<file path="src/rtl/hsd_pkg.sv">
package hsd_pkg;

    // Ratio word is counted in half steps; low bits carry the swallow count.
    localparam int RATIO_W = 9;
    localparam int SWAL_W  = 3;
    localparam int PROG_W  = RATIO_W - SWAL_W;

    typedef logic [RATIO_W-1:0] ratio_t;
    typedef logic [PROG_W-1:0]  prog_t;
    typedef logic [SWAL_W-1:0]  swal_t;

    // Registered state of the period counter.
    typedef struct packed {
        prog_t phase;   // prescaler cycle index within the period
        prog_t prog;    // active program count
        swal_t swal;    // active swallow count
        logic  clip;    // active pair was clamped
    } ctr_state_t;

endpackage

</file>
<file path="src/rtl/hsd_ratio_split.sv">
module hsd_ratio_split
    import hsd_pkg::*;
#(
    parameter int P_LO = 9,
    parameter int P_HI = 20
) (
    input  ratio_t ratio,
    output prog_t  prog,
    output swal_t  swal,
    output logic   below,
    output logic   above
);

    prog_t raw_prog;

    always_comb begin
        raw_prog = ratio[RATIO_W-1:SWAL_W];
        swal     = ratio[SWAL_W-1:0];
        below    = raw_prog < prog_t'(P_LO);
        above    = raw_prog > prog_t'(P_HI);
        if (below)
            prog = prog_t'(P_LO);
        else if (above)
            prog = prog_t'(P_HI);
        else
            prog = raw_prog;
    end

endmodule

</file>
<file path="src/rtl/hsd_period_ctr.sv">
module hsd_period_ctr
    import hsd_pkg::*;
#(
    parameter int P_LO = 9,
    parameter int P_HI = 20
) (
    input  logic  clk,
    input  logic  rst_n,
    input  prog_t nxt_prog,
    input  swal_t nxt_swal,
    input  logic  nxt_clip,
    output logic  mod_hi,
    output logic  term,
    output prog_t cur_prog,
    output swal_t cur_swal,
    output logic  cur_clip
);

    ctr_state_t st_d, st_q;

    always_comb begin
        st_d   = st_q;
        term   = (st_q.phase == (st_q.prog - prog_t'(1)));
        mod_hi = (st_q.phase < prog_t'(st_q.swal));
        if (term) begin
            st_d.phase = '0;
            st_d.prog  = nxt_prog;
            st_d.swal  = nxt_swal;
            st_d.clip  = nxt_clip;
        end else begin
            st_d.phase = st_q.phase + prog_t'(1);
        end
    end

    always_ff @(posedge clk or negedge rst_n) begin
        if (!rst_n) begin
            st_q.phase <= '0;
            st_q.prog  <= prog_t'(P_LO);
            st_q.swal  <= '0;
            st_q.clip  <= 1'b0;
        end else begin
            st_q <= st_d;
        end
    end

    assign cur_prog = st_q.prog;
    assign cur_swal = st_q.swal;
    assign cur_clip = st_q.clip;


    pulse_single_chk: assert property (@(posedge clk) disable iff (!rst_n)
        term |=> !term);


    mod_start_chk: assert property (@(posedge clk) disable iff (!rst_n)
        term |=> (mod_hi == (cur_swal != '0)));


    mod_mono_chk: assert property (@(posedge clk) disable iff (!rst_n)
        (!mod_hi && !term) |=> !mod_hi);


    swal_zero_chk: assert property (@(posedge clk) disable iff (!rst_n)
        (cur_swal == '0) |-> !mod_hi);


    pair_hold_chk: assert property (@(posedge clk) disable iff (!rst_n)
        !term |=> ($stable(cur_prog) && $stable(cur_swal) && $stable(cur_clip)));


    prog_range_chk: assert property (@(posedge clk) disable iff (!rst_n)
        (cur_prog >= prog_t'(P_LO)) && (cur_prog <= prog_t'(P_HI)));

endmodule

</file>
<file path="src/rtl/hsd_divider.sv">
module hsd_divider
    import hsd_pkg::*;
#(
    parameter int P_LO = 9,
    parameter int P_HI = 20
) (
    input  logic               clk_pre,
    input  logic               rst_n,
    input  logic [RATIO_W-1:0] ratio_word,
    output logic               mod_ctrl,
    output logic               div_out,
    output logic [PROG_W-1:0]  active_p,
    output logic [SWAL_W-1:0]  active_s,
    output logic               range_err
);

    prog_t dec_prog;
    swal_t dec_swal;
    logic  dec_below, dec_above;

    hsd_ratio_split #(.P_LO(P_LO), .P_HI(P_HI)) u_split (
        .ratio (ratio_word),
        .prog  (dec_prog),
        .swal  (dec_swal),
        .below (dec_below),
        .above (dec_above)
    );

    hsd_period_ctr #(.P_LO(P_LO), .P_HI(P_HI)) u_ctr (
        .clk      (clk_pre),
        .rst_n    (rst_n),
        .nxt_prog (dec_prog),
        .nxt_swal (dec_swal),
        .nxt_clip (dec_below | dec_above),
        .mod_hi   (mod_ctrl),
        .term     (div_out),
        .cur_prog (active_p),
        .cur_swal (active_s),
        .cur_clip (range_err)
    );


    clamp_low_chk: assert property (@(posedge clk_pre) disable iff (!rst_n)
        (div_out && (ratio_word[RATIO_W-1:SWAL_W] < prog_t'(P_LO)))
        |=> (range_err && (active_p == prog_t'(P_LO))));


    clamp_high_chk: assert property (@(posedge clk_pre) disable iff (!rst_n)
        (div_out && (ratio_word[RATIO_W-1:SWAL_W] > prog_t'(P_HI)))
        |=> (range_err && (active_p == prog_t'(P_HI))));


    load_exact_chk: assert property (@(posedge clk_pre) disable iff (!rst_n)
        (div_out && (ratio_word[RATIO_W-1:SWAL_W] >= prog_t'(P_LO))
                 && (ratio_word[RATIO_W-1:SWAL_W] <= prog_t'(P_HI)))
        |=> (!range_err && ({active_p, active_s} == $past(ratio_word))));

endmodule

</file>
<file path="config.mk">
export PLATFORM = sky130hd
export DESIGN_NAME = hsd_divider
export DESIGN_NICKNAME = d
export VERILOG_FILES = /design/src/rtl/hsd_pkg.sv /design/src/rtl/hsd_ratio_split.sv /design/src/rtl/hsd_period_ctr.sv /design/src/rtl/hsd_divider.sv
export SDC_FILE = /design/constraint.sdc
export NUM_CORES = 1
export LEC_CHECK = 0
export ABC_AREA = 1
export BUFFER_PORTS_ARGS = -buffer_cell sky130_fd_sc_hd__buf_2
export CAP_MARGIN = 20
export CORE_MARGIN = 2
export CORE_UTILIZATION = 40
export CTS_CLUSTER_SIZE = 8
export DETAILED_ROUTE_END_ITERATION = 6
export SYNTH_ARGS = -nofsm -noshare
export SYNTH_HDL_FRONTEND = slang
export SYNTH_SLANG_ARGS = --single-unit
export TNS_END_PERCENT = 1
</file>
<file path="constraint.sdc">
create_clock -name clk_pre -period 2.05 [get_ports clk_pre]
set_clock_uncertainty 0.1 [all_clocks]
set_input_delay 0.41 -clock clk_pre [delete_from_list [all_inputs] [get_ports clk_pre]]
set_output_delay 0.41 -clock clk_pre [all_outputs]
set_load 0.03 [all_outputs]
</file>
Word level (Yosys, flattened, before mapping). Cells that the tools add are included.

Register bits after elaboration: 16. Output and inout bits: 12. Logic and storage cells: 14.

$add $sub $neg: 2. Order comparisons: 3. Eq/ne operators: 1. Mux-type cells: 3. Bitwise gates (word level): 1.

Operators by type and width (count): 6-bit two-way mux (3); 6-bit by 1-bit adder with 6-bit output (second input constant) (1); 6-bit == test (1); 6-bit by 5-bit > comparator with 1-bit output (second input constant) (1); 6-bit by 3-bit < comparator with 1-bit output (1); 6-bit by 4-bit < comparator with 1-bit output (second input constant) (1); 6-bit by 1-bit subtractor with 6-bit output (second input constant) (1); 1-bit bitwise OR (1).

Logic depth before layout (Yosys ltp). Gate-level depths: netlist of the first run.

Depth in word-level cells: 3. Mapped depth: 11. Depth with buffers taken out: 11.

By module. Synthesis of the first run repeated with hierarchy kept, for this count alone.

Cell total of the unflattened synthesis: 174. Area, all modules: 1348.8 µm².

Modules (own cells, without submodules): hsd_period_ctr (times used 1, cells an instance 144, area each 1186.1 µm², sequential area each 402.9 µm²); hsd_ratio_split (times used 1, cells an instance 27, area each 151.4 µm², sequential area each 0.0 µm²); hsd_divider (times used 1, cells an instance 3, area each 11.3 µm², sequential area each 0.0 µm²).

Worst setup path before layout of the first run. OpenSTA, ideal clock, no wires.

Path type: register to output. From: register u_ctr.st_q, in the netlist u_ctr.cur_prog[0]. To: output port div_out. Arrival time: 1557 ps. Data required time: 1540 ps. Slack: -17 ps. Cell stages (with the launch flop): 7. Path buffers: 0. Path through: dfstp_2 -> inv_2 -> ha_1 -> xnor2_1 -> nor2_2 -> nand3_4 -> nor2_8.

Cells in the longest elaborated chain, start to end: 2.

Ends and longest elaborated chain: start, declared (RTL line hsd_period_ctr.sv:19) `ctr_state_t st_d, st_q;`; start signal, assigned (RTL line hsd_period_ctr.sv:42) `st_q <= st_d;`; 6-bit by 1-bit subtractor with 6-bit output (RTL line hsd_period_ctr.sv:23) `term = (st_q.phase == (st_q.prog - prog_t'(1)));`; 6-bit == test (RTL line hsd_period_ctr.sv:23); end, declared (RTL line hsd_divider.sv:11) `output logic div_out,`.

No other way between the ends.

Worst setup path after layout of the first run. Ends and elaborated chain as after synthesis.

==> results of run 1 <==
-- worst max-delay path, stage by stage (launching register included) --
cell and delay [ns]:
dfstp_2 0.55, inv_2 0.05, ha_4 0.23, xnor2_4 0.13, nor2_4 0.11, nand3_4 0.11
nor2_8 0.10, buf_6 0.13
-- per-layer routing --
layer	wire length [um]	vias to the layer above	part of all wire [%]	global-route usage [%]
li1	-	551	-	-
met1	1190	494	47	22.7
met2	1230	20	49	27.2
met3	88	4	3.5	1.97
met4	29	0	1.1	5.84
met5	0	-	0	0
-- cells in the mapped netlist --
cell type  number
xor2_1          3
xnor2_1         3
o21ai_0         2
nand3_4         1
o21bai_1        9
nor2_8          2
nor3_1          1
ha_1            4
dfstp_2         2
nand2_1        40
nor2_1         15
inv_2           2
nor3_4          1
nand2_2         6
buf_4           9
dfrtp_1        14
nand2_4         3
inv_1          21
nor2_2          3
clkinv_1        1
a211oi_1        1
nand3_1        19
-- how the worst max path moves through the flow --
| stage | startpoint | to | slack [ns] | cells past startpoint |
|---|---|---|---|---|
| after floorplan | u_ctr.cur_prog[0] | div_out | -0.02 | 6 |
| after global placement | u_ctr.cur_prog[0] | div_out | 0.02 | 7 |
| after detailed placement | u_ctr.cur_prog[0] | div_out | -0.006 | 7 |
| after CTS | u_ctr.cur_prog[0] | div_out | -0.21 | 10 |
| after global routing | u_ctr.cur_prog[0] | div_out | -0.23 | 7 |
| final | u_ctr.cur_prog[0] | div_out | -0.14 | 7 |
-- sequential cells by signal (all words and copies together) (netlist names) --
name and count:
u_ctr.cur_prog 6, u_ctr.st_q 6, u_ctr.cur_swal 3, u_ctr.cur_clip 1
-- power by group through the flow --
stage	clock network [mW]	logic [mW]	registers (mW)
final	0.175	1.94	0.616
after global routing	0.196	2.16	0.640
after CTS	0.183	1.88	0.613
after detailed placement	0	1.70	0.606
after global placement	0	1.68	0.603
after floorplan	0	1.33	0.592
-- logic make-up after synthesis --
logic type	Yosys count	share of synthesized area [%]
flops	16	33.1
fa+ha+maj	4	4.11
buf+inv	33	12.9
simple gates	91	38.6
xor+xnor	6	4.31
compound gates	12	6.98
-- cell type report --
cell class	instances	area, um2
repair buffers	31	189
fillers	313	1510
clock buffers	4	26.3
flip-flops and latches	16	404
well taps	33	41.3
inverters	24	90.1
multi-input cells	113	717
-- timing repair --
action | in CTS | in global routing
hold buffers | 1 | 0
setup endpoints to repair | 2 | 2
hold endpoints to repair | 14 | 0
resized for setup | 9 | 8
pin swaps | 4 | 6
buffers inserted | 0 | 1
-- cells in the final DEF (no fill, tap or decap), types with 3 or more instances in the layout --
master / n
nand2_2: 8
buf_4: 9
inv_1: 18
nand2_4: 4
xor2_1: 3
nand2_1: 37
nand3_1: 18
inv_2: 5
nor2_1: 15
ha_1: 3
clkbuf_4: 3
dfrtp_1: 13
o21bai_1: 9
buf_2: 20
-- per-stage QoR --
step / hold WS [ns] / area, um2 / setup TNS [ns] / total power [mW]
floorplan: 0.0144 / 1220 / -0.0175 / 1.93
global placement: 0.246 / 1360 / 0 / 2.28
detailed placement: 0.255 / 1360 / -0.00552 / 2.31
CTS: 0.251 / 1440 / -0.270 / 2.68
global route: 0.272 / 1470 / -0.426 / 2.99
finish: 0.255 / 1470 / -0.184 / 2.73
==> impl_metrics.csv, run 1 <==
group,metric,value,unit
grt,grt_pass1_vias,1011,
logic_synthesis,synth_fp_nets,177,
setup_path,worstPathRequired,1.54,ns
die,initial_utilization,40.9,%
logic_synthesis,syn_inst,162,
hold_path,holdPathStages,3,
clock_tree,clk_pin_slew,0.10,ns
outcome,failed_checks,"setup timing",
timing,finalCriticalPeriod,2.19,ns
setup_path,rr_worst_depth,11,
finish,postLayoutCoreUtil,49.3,%
pwr,powerDensity,1860,nW/um2
die,dieHeight,59.2,um
place,numPortBuffers,22,
grt,antenna_found_initial,0,
setup_path,critPathMaxFanout,2,
clock_tree,clock_sinks,16,
pwr,p_switching,1.42,mW
finish,drive_gt1_share,34.0,%
die,io_pins,23,
finish,syn_to_final_growth,20.4,%
place,dp_hpwl,1990,um
grt,track_usage,16.7,%
pwr,p_leak,0.772,nW
setup_path,critPathKind,"reg2out",
die,core_area,2980,um2
grt,overflow,0,
logic_synthesis,avgSynthCellArea,7.52,um2
clock_tree,clock_latency,0.29,ns
die,fp.dieW,59.2,um
route,drtPass1Iterations,4,
pwr,ir_worst_vdd,701,uV
setup_path,r2r-end,"u_ctr.cur_prog[3]",
finish,instances_no_fill,221,
hold_path,min_to,"u_ctr.cur_swal[2]",
route,drc,0,
hold_path,hp-start,"ratio_word[2]",
setup_path,r2r_start,"u_ctr.cur_prog[0]",
pwr,p_int,1.31,mW
clock_tree,tritoncts,"built",
timing,finalSetupViolCount,2,
timing,fin_ws,-0.140,ns
finish,fin_nets,204,
timing,rsz0062_at_grt,"true",
grt,grt_max_degree,17,
route,avgRoutedWirePerCell,11.5,um
die,num_rows,20,
timing,fmax,0.457,GHz
logic_synthesis,ys_ff_latch,16,
setup_path,start_kind,"flip-flop",
timing,fin_crit_sh,107,%
clock_tree,max-clock-path-buffers,2,
finish,antenna_cells,0,
flow_run,max_cap_violations,0,
route,via_count,1069,
clock_tree,h-tree-depth,1,
outcome,status,"finished with violations",
route,drt_iter0_markers,33,
pwr,swShare,52.2,%
route,drt-total-wl,2540,um
timing,worst_pin_slew,0.457,ns
pwr,p_comb_share,71.0,%
timing,hold_viol_final,0,
logic_synthesis,yosysUniqueCellTypes,22,
logic_synthesis,synth_warnings,0,
logic_synthesis,seq_area_frac_synth,33.1,%
logic_synthesis,synth_area,1220,um2
logic_synthesis,yosysTopAreaCellShare,28.7,%
die,die-area,3500,um2
clock_tree,cts_buffers,3,
setup_path,arrival,1.68,ns
setup_path,endpoint_kind,"output port",
logic_synthesis,synth_area_leaders,"dfrtp_1 (29%), nand2_1 (12%), nand3_1 (7.8%), inv_1 (6.5%), buf_4 (5.5%)",
logic_synthesis,yosysTopAreaCell,"dfrtp_1",
timing,finalMaxSlewViolations,0,
setup_path,ff2ff_setup_slack,0.12,ns
timing,relSlewSlack,69.3,%
pwr,clkPwrFrac,6.4,%
clock_tree,cts-root-buf,"clkbuf_4",
route,post_drt_via_cell_ratio,4.84,
place,place_ws,-0.00552,ns
place,place_congestion,0.834,
hold_path,hold_class,"in2reg",
grt,grt_pass1_wl,4460,um
place,dp_cells,215,
pwr,p_seq_share,22.6,%
route,postRouteAntennaNets,0,
(Power assumes the default switching activity.)
==> run 2: changes to the inputs <==
- ABC_AREA: 1 -> 0
==> impl_metrics.csv, run 2 <==
group,metric,value,unit
hold_path,hold_class,"in2reg",
route,postRouteAntennaNets,0,
route,post_drt_via_cell_ratio,4.90,
grt,overflow,0,
die,fp.dieW,54.1,um
grt,grt_max_degree,17,
timing,fin_hold_ws,0.257,ns
setup_path,worstPathRequired,1.54,ns
die,io_pins,23,
timing,worst_pin_slew,0.355,ns
finish,postLayoutCoreUtil,50.6,%
logic_synthesis,synth_warnings,0,
finish,syn_to_final_growth,22.7,%
route,met2_length,908,um
route,drt-met1-wl,909,um
setup_path,endpoint_kind,"output port",
finish,instances_no_fill,155,
place,numPortBuffers,22,
setup_path,start_kind,"flip-flop",
logic_synthesis,yosysTopAreaCellShare,35.0,%
finish,layout_common_cells,"buf_2 (20), dfrtp_1 (13), buf_4 (12)",
place,dp_hpwl,1470,um
place,place_congestion,0.867,
route,top_layer_used,"met4",
grt,grt_pass1_vias,671,
grt,antenna_found_initial,0,
clock_tree,max-clock-path-buffers,2,
timing,finalSetupViolCount,18,
flow_run,max_cap_violations,0,
die,core_area,2430,um2
logic_synthesis,ys_top_cells_by_count,"dfrtp_1 (14), nor2_1 (10), buf_4 (9)",
logic_synthesis,syn_inst,97,
route,drt_iter0_markers,8,
die,num_rows,18,
logic_synthesis,synth_edf_count,0,
route,drtPass1Iterations,5,
timing,finalMaxSlewViolations,0,
logic_synthesis,avgSynthCellArea,10.3,um2
grt,grt_pass1_wl,2960,um
finish,layout_commonest_cell,"buf_2",
clock_tree,clk_pin_slew,0.09,ns
logic_synthesis,ys.flop_type,"dfrtp_1",
logic_synthesis,seq_area_frac_synth,40.2,%
timing,fin_crit_sh,121,%
logic_synthesis,synth_fp_nets,112,
logic_synthesis,yosysMostFrequentCell,"dfrtp_1",
route,wl_met3,44,um
logic_synthesis,yosysUniqueCellTypes,29,
outcome,status,"finished with violations",
pwr,power,2.19,mW
timing,rsz0062_at_grt,"true",
clock_tree,cts-root-buf,"clkbuf_4",
logic_synthesis,synth_area_leaders,"dfrtp_1 (35%), buf_4 (6.7%), mux2_2 (6.7%), xor2_1 (6.1%), dfstp_2 (5.2%)",
timing,hold_viol_final,0,
logic_synthesis,ys_ff_latch,16,
finish,fin_nets,141,
place,dp_cells,148,
clock_tree,cts_buffers,3,
clock_tree,h-tree-depth,1,
pwr,powerDensity,1780,nW/um2
clock_tree,clock_latency,0.27,ns
die,initial_utilization,41.2,%
place,place_area,1150,um2
route,drt-total-wl,1890,um
timing,fin_ws,-0.420,ns
die,die-area,2920,um2
timing,finalCriticalPeriod,2.47,ns
pwr,p_leak,0.583,nW
pwr,ir_worst_vdd,739,uV
setup_path,critPathKind,"reg2out",
route,via_count,759,
setup_path,critPathMaxFanout,3,
clock_tree,clock_sinks,16,
timing,fmax,0.405,GHz
setup_path,arrival,1.96,ns
outcome,failed_checks,"setup timing",
clock_tree,tritoncts,"built",
logic_synthesis,async_flop_share,100,%
timing,relSlewSlack,76.3,%
route,avgRoutedWirePerCell,12.2,um
die,dieHeight,54.1,um
logic_synthesis,synth_area,1000,um2
finish,drive_gt1_share,41.6,%
finish,antenna_cells,0,
finish,design_area,1230,um2
grt,track_usage,14.3,%
route,drc,0,
finish,fillCellCount,226,
logic_synthesis,yosysTopAreaCell,"dfrtp_1",
==> run 2: through the flow <==
stage                     setup slack, ns  TNS [ns]
after floorplan                    -0.269     -1.53
after global placement             -0.154    -0.997
after detailed placement           -0.200     -1.42
after CTS                          -0.410     -1.80
after global routing               -0.481     -4.08
final                              -0.420     -2.90
==> run 2: repair_timing <==
item / CTS / global route
resized for setup: 3 / 2
buffers inserted: 0 / 2
endpoints found under the setup margin: 13 / 14
hold endpoints to repair: 14 / 0
pin swaps: 1 / 1
hold buffers: 1 / 0
gates cloned: 0 / 0
==> run 2: where the power goes <==
part,internal (mW),leakage (nW),switching [mW]
combinational,0.640,0.378,0.712
sequential,0.481,0.184,0.157
clock,0.108,0.0210,0.0938
total,1.23,0.583,0.963
==> run 2: path summary, 6_finish.rpt <==
| check | start | to | slack, ns | cells after the start |
|---|---|---|---|---|
| max | u_ctr.cur_prog[0] | div_out | -0.42 | 7 |
| min in group asynchronous | rst_n | u_ctr.cur_swal[0] | 0.47 | 2 |
| min | ratio_word[0] | u_ctr.cur_swal[0] | 0.26 | 2 |
| min reg2reg | u_ctr.cur_clip | u_ctr.cur_clip | 0.41 | 1 |
| max reg2reg | u_ctr.cur_prog[0] | u_ctr.cur_clip | -0.29 | 9 |
| max in group asynchronous | rst_n | u_ctr.cur_prog[0] | 1.08 | 2 |
==> run 2: logic make-up (layout without fill, tap and decap cells) <==
| family | count (synthesis) | count (layout) | share of synthesized area (%) |
|---|---|---|---|
| AND/OR/NAND/NOR | 25 | 25 | 13.6 |
| AO/OA/AOI/OAI | 11 | 11 | 7.99 |
| adder cells (fa/ha/maj) | 5 | 5 | 5.99 |
| buffers and inverters | 19 | 47 | 12.0 |
| XOR/XNOR | 12 | 12 | 10.5 |
| multiplexers | 9 | 9 | 9.74 |
| flip-flops | 16 | 16 | 40.2 |
==> run 2: area by class of cell <==
| cell class | instances | area [um2] | share of cell area [%] |
|---|---|---|---|
| clock buffer | 4 | 36.3 | 2.95 |
| multi-input combinational | 62 | 499 | 40.6 |
| timing repair buffer | 35 | 223 | 18.1 |
| tap | 30 | 37.5 | 3.05 |
| inverter | 8 | 30.0 | 2.44 |
| sequential | 16 | 404 | 32.9 |
==> run 2: critical path, cell delays in order (launching register included) <==
cell and delay (ns):
dfstp_2 0.55, inv_2 0.05, ha_4 0.16, o21ba_1 0.18, a221oi_2 0.27, a41oi_2 0.08, nor3_4 0.24, buf_6 0.16
==> run 2: routing by layer <==
| layer | track usage, % | vias to the layer above |
|---|---|---|
| met5 | 0 | - |
| met4 | 6.25 | 0 |
| li1 | - | 380 |
| met1 | 20.1 | 368 |
| met2 | 20.9 | 9 |
| met3 | 3.33 | 2 |
==> run 3: changes to the inputs <==
==> constraint.sdc (replaced) <==
create_clock -name clk_pre -period 2.5 [get_ports clk_pre]
set_clock_uncertainty 0.1 [all_clocks]
set_input_delay 0.5 -clock clk_pre [delete_from_list [all_inputs] [get_ports clk_pre]]
set_output_delay 0.5 -clock clk_pre [all_outputs]
set_load 0.01 [all_outputs]
==> impl_metrics.csv, run 3 (synthesized netlist as in run 2, its figures left out) <==
group,metric,value,unit
outcome,status,"complete, no violations",
grt,grt_pass1_wl,2890,um
grt,track_usage,14.2,%
pwr,ir_worst_vdd,519,uV
setup_path,critPathKind,"reg2out",
setup_path,worstPathRequired,1.90,ns
route,post_drt_via_cell_ratio,5.01,
die,io_pins,23,
timing,fin_crit_sh,99.9,%
clock_tree,cts-root-buf,"clkbuf_4",
route,postRouteAntennaNets,0,
finish,antenna_cells,0,
finish,syn_to_final_growth,15.1,%
setup_path,critPathMaxStageDelay,0.55,ns
timing,rsz0062_at_grt,"true",
pwr,powerDensity,1340,nW/um2
setup_path,critPathMaxFanout,4,
clock_tree,clk_pin_slew,0.10,ns
timing,hold_viol_final,0,
grt,antenna_found_initial,0,
timing,fmax,0.400,GHz
setup_path,endpoint_kind,"output port",
flow_run,max_cap_violations,0,
timing,finalSetupViolCount,0,
timing,fin_ws,0.00275,ns
setup_path,cp.buffers_inverters,2,
die,fp.dieW,54.1,um
route,via_count,737,
place,dp_hpwl,1390,um
die,num_rows,18,
timing,finalCriticalPeriod,2.50,ns
clock_tree,tritoncts,"built",
finish,multiInputGateArea,499,um2
die,dieHeight,54.1,um
timing,fin_hold_ws,0.00795,ns
timing,finalMaxSlewViolations,0,
finish,fin_nets,133,
finish,layout_commonest_cell,"buf_2",
hold_path,hold_class,"in2async",
setup_path,ff2ff_setup_slack,0.18,ns
finish,regArea,403,um2
finish,layout_common_cells,"buf_2 (22), dfrtp_1 (14), nor2_1 (10)",
pwr,p_int,0.920,mW
setup_path,crit_chain,"inv_2, ha_4, o21ba_1, a221oi_2, a41oi_2, nor3_4, buf_2",
place,place_ws,0.122,ns
die,die-area,2920,um2
clock_tree,cts_buffers,3,
die,core_area,2430,um2
pwr,p_comb_share,54.5,%
pwr,p_leak,0.543,nW
route,drt-total-wl,1820,um
die,initial_utilization,41.2,%
clock_tree,max-clock-path-buffers,2,
timing,worst_pin_slew,0.367,ns
setup_path,start_kind,"flip-flop",
grt,grt_pass1_vias,662,
clock_tree,clock_latency,0.29,ns
place,numPortBuffers,22,
grt,grt_max_degree,17,
finish,fillCellCount,262,
route,drtPass1Iterations,4,
pwr,p_seq_share,34.4,%
place,place_congestion,0.783,
setup_path,cpMaxStageDelayCell,"dfstp_2",
pwr,swShare,40.5,%
route,avgRoutedWirePerCell,12.4,um
finish,postLayoutCoreUtil,47.4,%
grt,overflow,0,
route,drt_iter0_markers,6,
timing,relSlewSlack,75.6,%
setup_path,arrival,1.90,ns
setup_path,path_delay_family,"flip-flops",
clock_tree,h-tree-depth,1,
clock_tree,clock_sinks,16,
route,drc,0,
finish,drive_gt1_share,37.6,%
pwr,clkPwrFrac,11.1,%
pwr,p_switching,0.627,mW
run 3: power by group through the flow:
stage          registers [mW]  clock network (mW)  logic [mW]
4_1_cts                 0.535               0.181       0.856
2_1_floorplan           0.499                   0       0.700
6_report                0.532               0.172       0.843
5_1_grt                 0.550               0.195       0.948
3_3_place_gp            0.539                   0       0.767
3_5_place_dp            0.546                   0       0.780
run 3: area by class of cell:
class,instances,area share [%]
Multi-Input combinational cell,62,43.3
Sequential cell,16,34.9
Timing Repair Buffer,27,12.8
Tap cell,30,3.25
Clock buffer,4,3.15
Inverter,8,2.60
run 3: worst paths after layout:
| check | start | end | cells past startpoint |
|---|---|---|---|
| min | rst_n | u_ctr.cur_prog[5] | 1 |
| min reg2reg | u_ctr.cur_clip | u_ctr.cur_clip | 1 |
| max | u_ctr.cur_prog[0] | div_out | 7 |
| max reg2reg | u_ctr.cur_prog[0] | u_ctr.cur_swal[1] | 9 |
| max in group asynchronous | rst_n | u_ctr.cur_prog[0] | 1 |
| min in group clk_pre | ratio_word[2] | u_ctr.cur_swal[2] | 2 |
run 3: metal layers:
layer,vias to the layer above,track usage [%],wire (um)
li1,360,-,-
met1,361,18.1,793
met2,14,21.7,917
met3,2,3.89,90
met4,0,7.50,16
met5,-,0,0
run 3: through the flow:
stage	area (um2)	instances	power, mW	TNS, ns
2_1_floorplan	1000	97	1.20	0
3_3_place_gp	1080	141	1.31	0
3_5_place_dp	1080	141	1.33	0
4_1_cts	1150	147	1.57	-0.0325
5_1_grt	1150	147	1.69	-0.128
6_report	1150	147	1.55	0
run 3: what timing repair did:
item	CTS	global route
buffers inserted	2	0
setup endpoints to repair	1	1
hold buffers	0	0
gates resized for setup	4	0
pin swaps	2	2
run 3: worst reg2reg max path: cells and delay by family, from the launching register on:
| kind | cells | cell delay, ns |
|---|---|---|
| multiplexers | 1 | 0.34 |
| AO/OA/AOI/OAI | 3 | 0.53 |
| flip-flops | 1 | 0.55 |
| buffers and inverters | 3 | 0.35 |
| AND/OR/NAND/NOR | 1 | 0.15 |
| adder cells (fa/ha/maj) | 1 | 0.17 |
